==> config.mk <==
export PLATFORM = sky130hd
export DESIGN_NAME = frac_baud_gen
export DESIGN_NICKNAME = d
export VERILOG_FILES = /design/src/rtl/fbg_pkg.sv /design/src/rtl/fbg_regs.sv /design/src/rtl/fbg_prescale.sv /design/src/rtl/fbg_core.sv /design/src/rtl/frac_baud_gen.sv
export SDC_FILE = /design/constraint.sdc
export NUM_CORES = 1
export LEC_CHECK = 0
export ABC_CLOCK_PERIOD_IN_PS = 10100
export CORE_ASPECT_RATIO = 0.7
export CORE_MARGIN = 10
export CORE_UTILIZATION = 30
export CTS_BUF_LIST = sky130_fd_sc_hd__clkbuf_8
export CTS_CLUSTER_SIZE = 25
export DETAILED_ROUTE_END_ITERATION = 8
export DONT_BUFFER_PORTS = 1
export PLACE_DENSITY_LB_ADDON = 0.25
export SYNTH_ARGS = -nofsm -noshare
export SYNTH_HDL_FRONTEND = slang
export SYNTH_SLANG_ARGS = --single-unit
==> constraint.sdc <==
create_clock -name clk -period 10.1 [get_ports clk]
set_clock_uncertainty 0.2 [all_clocks]
set_input_delay 3.03 -clock clk [delete_from_list [all_inputs] [get_ports clk]]
set_output_delay 3.03 -clock clk [all_outputs]
set_load 0.02 [all_outputs]
==> src/rtl/fbg_pkg.sv <==
package fbg_pkg;
  localparam int BYTE_W = 8;
  localparam int INT_W  = 2 * BYTE_W;
  localparam int FRAC_W = 4;
  localparam logic [BYTE_W-1:0] LO_RESET = 8'h01;
  localparam logic [BYTE_W-1:0] HI_RESET = 8'h00;

  typedef struct packed {
    logic [INT_W-1:0]  int_part;
    logic [FRAC_W-1:0] frac;
  } fbg_div_t;

  // Integer divisor with zero promoted to one.
  function automatic logic [INT_W-1:0] fbg_clamp(input logic [INT_W-1:0] raw);
    return (raw == '0) ? {{(INT_W-1){1'b0}}, 1'b1} : raw;
  endfunction

  // One accumulator step: {carry, new accumulator}.
  function automatic logic [FRAC_W:0] fbg_step(input logic [FRAC_W-1:0] acc,
                                               input logic [FRAC_W-1:0] frac);
    return {1'b0, acc} + {1'b0, frac};
  endfunction

  // Period length in counted cycles.
  function automatic logic [INT_W:0] fbg_len(input logic [INT_W-1:0] eff,
                                             input logic carry);
    return {1'b0, eff} + {{INT_W{1'b0}}, carry};
  endfunction
endpackage

==> src/rtl/fbg_regs.sv <==
module fbg_regs
  import fbg_pkg::*;
(
  input  logic              clk,
  input  logic              rst_n,
  input  logic              wr_lo,
  input  logic              wr_hi,
  input  logic              wr_frac,
  input  logic [BYTE_W-1:0] wdata,
  output fbg_div_t          div,
  output logic              restart
);
  logic [BYTE_W-1:0] lo_q, hi_q;
  logic [FRAC_W-1:0] frac_q;

  always_ff @(posedge clk or negedge rst_n) begin
    if (!rst_n) begin
      lo_q   <= LO_RESET;
      hi_q   <= HI_RESET;
      frac_q <= '0;
    end else begin
      if (wr_lo)   lo_q   <= wdata;
      if (wr_hi)   hi_q   <= wdata;
      if (wr_frac) frac_q <= wdata[FRAC_W-1:0];
    end
  end

  assign div.int_part = {hi_q, lo_q};
  assign div.frac     = frac_q;
  assign restart      = wr_lo | wr_hi | wr_frac;
endmodule

==> src/rtl/fbg_prescale.sv <==
module fbg_prescale #(
  parameter int RATIO = 4
) (
  input  logic clk,
  input  logic rst_n,
  input  logic restart,
  input  logic pre_sel,
  output logic pre_en
);
  generate
    if (RATIO > 1) begin : g_div
      localparam int PW = $clog2(RATIO);
      localparam logic [PW-1:0] LAST = PW'(RATIO - 1);
      logic [PW-1:0] phase_q;
      always_ff @(posedge clk or negedge rst_n) begin
        if (!rst_n)                phase_q <= '0;
        else if (restart)          phase_q <= '0;
        else if (phase_q == LAST)  phase_q <= '0;
        else                       phase_q <= phase_q + 1'b1;
      end
      assign pre_en = pre_sel ? (phase_q == LAST) : 1'b1;
    end else begin : g_pass
      assign pre_en = 1'b1;
    end
  endgenerate
endmodule

==> src/rtl/fbg_core.sv <==
module fbg_core
  import fbg_pkg::*;
(
  input  logic              clk,
  input  logic              rst_n,
  input  logic              restart,
  input  logic              pre_en,
  input  fbg_div_t          div,
  output logic              tick,
  output logic [INT_W:0]    cnt,
  output logic [FRAC_W-1:0] acc,
  output logic [INT_W:0]    len,
  output logic [INT_W-1:0]  eff_int
);
  localparam logic [INT_W:0] ONE = {{INT_W{1'b0}}, 1'b1};

  logic [INT_W:0]    cnt_q;
  logic [FRAC_W-1:0] acc_q;
  logic [FRAC_W:0]   step;
  logic              period_end;

  assign eff_int    = fbg_clamp(div.int_part);
  assign step       = fbg_step(acc_q, div.frac);
  assign len        = fbg_len(eff_int, step[FRAC_W]);
  assign period_end = (cnt_q + ONE) == len;
  assign tick       = pre_en & period_end;

  always_ff @(posedge clk or negedge rst_n) begin
    if (!rst_n) begin
      cnt_q <= '0;
      acc_q <= '0;
    end else if (restart) begin
      cnt_q <= '0;
      acc_q <= '0;
    end else if (pre_en) begin
      if (period_end) begin
        cnt_q <= '0;
        acc_q <= step[FRAC_W-1:0];
      end else begin
        cnt_q <= cnt_q + ONE;
      end
    end
  end

  assign cnt = cnt_q;
  assign acc = acc_q;
endmodule

==> src/rtl/frac_baud_gen.sv <==
module frac_baud_gen
  import fbg_pkg::*;
#(
  parameter int PRE_RATIO = 4
) (
  input  logic              clk,
  input  logic              rst_n,
  input  logic              wr_lo,
  input  logic              wr_hi,
  input  logic              wr_frac,
  input  logic [BYTE_W-1:0] wdata,
  input  logic              pre_sel,
  output logic              tick
);
  fbg_div_t          div;
  logic              restart;
  logic              pre_en;
  logic [INT_W:0]    cnt;
  logic [FRAC_W-1:0] acc;
  logic [INT_W:0]    len;
  logic [INT_W-1:0]  eff_int;

  fbg_regs u_regs (
    .clk(clk), .rst_n(rst_n), .wr_lo(wr_lo), .wr_hi(wr_hi),
    .wr_frac(wr_frac), .wdata(wdata), .div(div), .restart(restart)
  );

  fbg_prescale #(.RATIO(PRE_RATIO)) u_pre (
    .clk(clk), .rst_n(rst_n), .restart(restart), .pre_sel(pre_sel),
    .pre_en(pre_en)
  );

  fbg_core u_core (
    .clk(clk), .rst_n(rst_n), .restart(restart), .pre_en(pre_en),
    .div(div), .tick(tick), .cnt(cnt), .acc(acc), .len(len),
    .eff_int(eff_int)
  );
endmodule

======== Word level (Yosys, flattened, before mapping) ========
Cells that the tools add are included.
storage, ports and cells
  flip-flop bits (word level) ............. 43
  bits in latches ......................... 0
  memory bits (writable) .................. 0
  memory bits (read-only) ................. 0
  bits of input ports ..................... 14
  output and inout port bits .............. 1
  word-level logic and storage cells ...... 29
  memories ................................ 0
cells by class
  add/sub/neg operators ................... 4
  multiply operators ...................... 0
  div/mod/pow operators ................... 0
  magnitude comparators ................... 0
  equal/unequal tests ..................... 2
  shift operators ......................... 0
  multiplexer cells ....................... 10
  bitwise logic cells ..................... 3
  reduce and logical (&&, ||, !) cells .... 4
operators with widths
  operator               count
  $mux 17                3
  $add 16x1->17          1
  $add 17x1->17 const B  1
  $eq 17x17->1           1
  $logic_not 16->1       1
  $mux 16                1
  $mux 4                 3
  $add 4x4->5            1
  $mux 2                 2
  $reduce_bool 2->1      2
  $add 2x1->2 const B    1
  $eq 2x2->1 const B     1
  $or 1x1->1             2
  $reduce_and 2->1       1
  $and 1x1->1            1
  $mux 1                 1

======== Depth between registers and ports, before layout ========
  depth after elaboration ................. 7
  mapped depth ............................ 15
  mapped depth without buffers ............ 14

======== By module ========
From an unflattened synthesis, not the netlist that was laid out.
unflattened totals
  cell total of the unflattened synthesis .. 334
  area total of the unflattened synthesis .. 3061.7 um2
modules (own cells, without submodules)
  module        times used  cells an instance  area each (um2)  sequential area each (um2)
  fbg_core      1           285                2224.6           525.5
  fbg_regs      1           43                 752.0            501.7
  fbg_prescale  1           6                  85.1             50.0

======== Least setup slack after synthesis ========
Ideal clock, no wire load.
  kind .................................... input-to-output
  start ................................... in pre_sel
  end ..................................... out tick
  data arrival time ....................... 4.116 ns
  data required time ...................... 6.870 ns
  setup slack ............................. 2.754 ns
  stages on the path ...................... 5
  path through ............................ nor2b_1 clkbuf_1 clkbuf_1 clkbuf_1 nor2_1
between the ends
  longest elaborated chain between the ends .. 2
ends and longest elaborated chain
  what         RTL line             RTL
  from (decl)  frac_baud_gen.sv:12  input logic pre_sel,
  $mux 1       fbg_prescale.sv:21   assign pre_en = pre_sel ? (phase_q == LAST) : 1'b1;
  $and 1x1->1  fbg_core.sv:26       assign tick = pre_en & period_end;
  to (decl)    frac_baud_gen.sv:13  output logic tick
No other way between the ends.

======== Worst setup path in the final report ========
  start ................................... reg u_regs.frac_q[0]
  end ..................................... out tick
between the ends
  longest elaborated chain between the ends .. 4
ends and longest elaborated chain
  what                    RTL line        RTL
  from (decl)             fbg_regs.sv:14  logic [FRAC_W-1:0] frac_q;
  from (signal assigned)  fbg_regs.sv:24  if (wr_frac) frac_q <= wdata[FRAC_W-1:0];
  $add 4x4->5             fbg_pkg.sv:21   return {1'b0, acc} + {1'b0, frac};
  $add 16x1->17           fbg_pkg.sv:27   return {1'b0, eff} + {{INT_W{1'b0}}, carry};
  $eq 17x17->1            fbg_core.sv:25  assign period_end = (cnt_q + ONE) == len;
  $and 1x1->1             fbg_core.sv:26
No other way between the ends.

==> out/metrics.cfg <==
[setup_path]
critPathArrivalTime_ns=4.31
critPathTopFamily=simple AND/OR/NAND/NOR gates
worst-path-buf-inv=0
critPathCaptureType=output pin
startpoint_type=flop
worstPathCellList=ha_1 -> fa_1 -> a21o_1 -> a21o_1 -> ha_1 -> ha_1 -> and2_1 -> or2_2 -> a221o_1 -> a2111oi_4 -> nand4_4 -> nor2_1
crit_required_ns=6.87
cp_max_fo=27
cpMostUsedCell=ha_1
crit_slowest_cell=nor2_1
critPathKind=flop to output pin
crit_path_max_incr_delay_ns=0.47

[cts]
cts-root-buf=clkbuf_8
ctsResizeCount=0
clock-sinks=43
cts_tree=built
cts_max_level=2
cts_inserted_buffers=5
cts.clk_slew.worst_paths_ns=0.10
insertion_delay_ns=0.31
post_cts_hold_buffer_count=0
post_cts_buffers=0
clock_path_buffers=2

[logic_synthesis]
yosys_most_used_dff=dfrtp_1
synth_edf_count=0
synth_cell_type_count=46
synth_seq_cells=43
synthArstFlopShare=1.00
syn-mean-instance-area_um2=9.59
synth_common_cells=42 x dfrtp_1, 30 x xnor2_1, 24 x nand2_1
synthesis.area_um2=2940
synthesis.nets=330
synth.area.top_cells=dfrtp_1 36%, xnor2_1 8.9%, mux2_2 7.7%
yosysSeqAreaShare=0.366
yosysWarnings=0
yosysTopAreaCell=dfrtp_1
synth.top_cell.area_share=0.357
yosysMostFrequentCell=dfrtp_1
syn_inst=307

[layout]
final_layout_size_suffix_gt1_frac=0.142
syn_to_final_growth_pct=6.63
n_fill_cell=988
design_area_um2=3140
final_cells=423
ff_latch_area_um2=1080
multi_input_area_um2=1770
n_antenna_cell=0
nets=317

[floorplan]
fp.dieH_um=103
core-area_um2=9650
rows=30
ios=15
start_util=0.305
dieArea_um2=14200
die_x_um=138

[detailed_routing]
drt_wl_total_um=7040
num_vias=2175
wl_per_cell_um=16.6
drtPass1Iterations=4
viasPerCell=5.14
dr.first_iter.drc_count=161
drc=0
ant_nets=0

[grt]
grt-ovfl-total=0
grt_pass1_wl_um=11900
grt_use_total=0.103
grt_pass1_vias=2143
grt_max_degree=44
antenna_found_initial=0

[flow_run]
drv_cap=0

[pwr]
p_leak_nw=1.17
power_density_nw_per_um2=121
ir_drop_v=0.0000483

[sta]
finalMaxSlewViolations=0
max_freq_mhz=133
fin_crit_ns=7.54
finalHoldViolations=0
worstMarginPinSlew_ns=0.982
relSlewSlack=0.345
holdWs_ns=0.248
rsz0062_at_grt=false
setup_viol_count_final=0
fin_crit_sh=0.747
timing.setup.tns_ns=0

[min_path]
hp-class=flop to flop

[placed_design]
place_inst=415
portBuffers=0
place_congestion=0.772
dpl.hpwl_um=5170
placed_area_um2=3020

[run_status]
status=complete, no violations

==> registers in the layout, summed over array words and instances, names as in the netlist <==
| signal | cells |
|---|---|
| u_regs.lo_q | 8 |
| u_core.acc | 4 |
| u_pre.g_div.phase_q | 2 |
| u_core.cnt | 17 |
| u_regs.hi_q | 8 |
| u_regs.frac_q | 4 |
==> power by group <==
part           switching, mW  internal [mW]  leakage [nW]
sequential            0.0135          0.181         0.553
clock                 0.0688         0.0746        0.0548
combinational         0.0189         0.0227         0.561
total                  0.101          0.278          1.17
==> final cells by class <==
cell class	instances	share of cell area
tap	128	0.0510
sequential	43	0.343
clock inverter	3	0.0148
timing repair buffer	1	0.00239
multi-input combinational	241	0.564
inverter	2	0.00239
clock buffer	5	0.0219
==> cell families (layout without fill, tap and decap cells) <==
logic type               Yosys count  count (layout)  share of synthesized area
AO/OA/AOI/OAI                     52              52                      0.117
XOR/XNOR                          39              39                      0.126
adder cells (fa/ha/maj)            9               9                     0.0408
buffers and inverters             23              11                     0.0332
flip-flops                        43              43                      0.366
multiplexers                      21              21                     0.0799
AND/OR/NAND/NOR                  120             120                      0.237
==> worst paths after layout <==
| path | start | to | slack (ns) | cells past startpoint |
|---|---|---|---|---|
| max | u_regs.frac_q[0]$_DFFE_PN0P_ | tick | 2.56 | 12 |
| min | u_pre.g_div.phase_q[0]$_DFF_PN0_ | u_pre.g_div.phase_q[0]$_DFF_PN0_ | 0.25 | 1 |
| max reg2reg | u_regs.frac_q[0]$_DFFE_PN0P_ | u_core.acc[2]$_DFFE_PN0P_ | 5.65 | 13 |
| min reg2reg | u_pre.g_div.phase_q[0]$_DFF_PN0_ | u_pre.g_div.phase_q[0]$_DFF_PN0_ | 0.25 | 1 |
| max in group asynchronous | rst_n | u_regs.lo_q[0]$_DFFE_PN1P_ | 7.32 | 0 |
| min in group asynchronous | rst_n | u_regs.lo_q[1]$_DFFE_PN0P_ | 2.20 | 0 |
==> placed cells by master, fill, tap and decap left out, types with 2 or more instances in the layout <==
| cell | instances |
|---|---|
| dfrtp_1 | 42 |
| xnor2_1 | 30 |
| nand2_1 | 24 |
| mux2_2 | 20 |
| a21oi_1 | 20 |
| nand3_1 | 19 |
| o21ai_0 | 17 |
| nor3_1 | 13 |
| nor2_1 | 10 |
| nor4_1 | 9 |
| ha_1 | 8 |
| xor2_1 | 7 |
| or3_1 | 6 |
| nor2b_1 | 6 |
| and2_1 | 5 |
| nand4_1 | 5 |
| nor3b_1 | 5 |
| clkbuf_8 | 5 |
| a21o_1 | 4 |
| or3b_1 | 3 |
| nand4_2 | 2 |
| xor3_1 | 2 |
| o21a_1 | 2 |
| and4_1 | 2 |
| a2111oi_4 | 2 |
| nor4_2 | 2 |
| inv_1 | 2 |
| a31oi_1 | 2 |
==> worst reg2reg max path: stages, from the launching register on <==
cell,delay [ns]
dfrtp_1,0.40
ha_1,0.23
fa_1,0.40
a21o_1,0.17
a21o_1,0.17
ha_1,0.24
ha_1,0.26
and2_1,0.19
or2_2,0.30
a221o_1,0.34
a2111oi_4,0.44
nand4_4,0.40
or3_1,0.48
a21oi_1,0.15
==> per-stage QoR <==
step,worst slack [ns],power (mW),util
6_report,2.56,0.379,0.325
5_1_grt,2.30,0.396,0.325
4_1_cts,2.48,0.382,0.325
3_5_place_dp,2.83,0.239,0.313
3_3_place_gp,2.86,0.239,0.313
2_1_floorplan,2.75,0.230,-
==> routing by layer <==
metal	wire, µm	global-route usage	vias to the layer above
met5	0	0	-
met3	304	0.0285	5
met4	44	0.0194	0
met1	3840	0.148	1070
met2	2850	0.150	26
li1	-	-	1074
No activity file was read; power rests on OpenSTA's default activity.
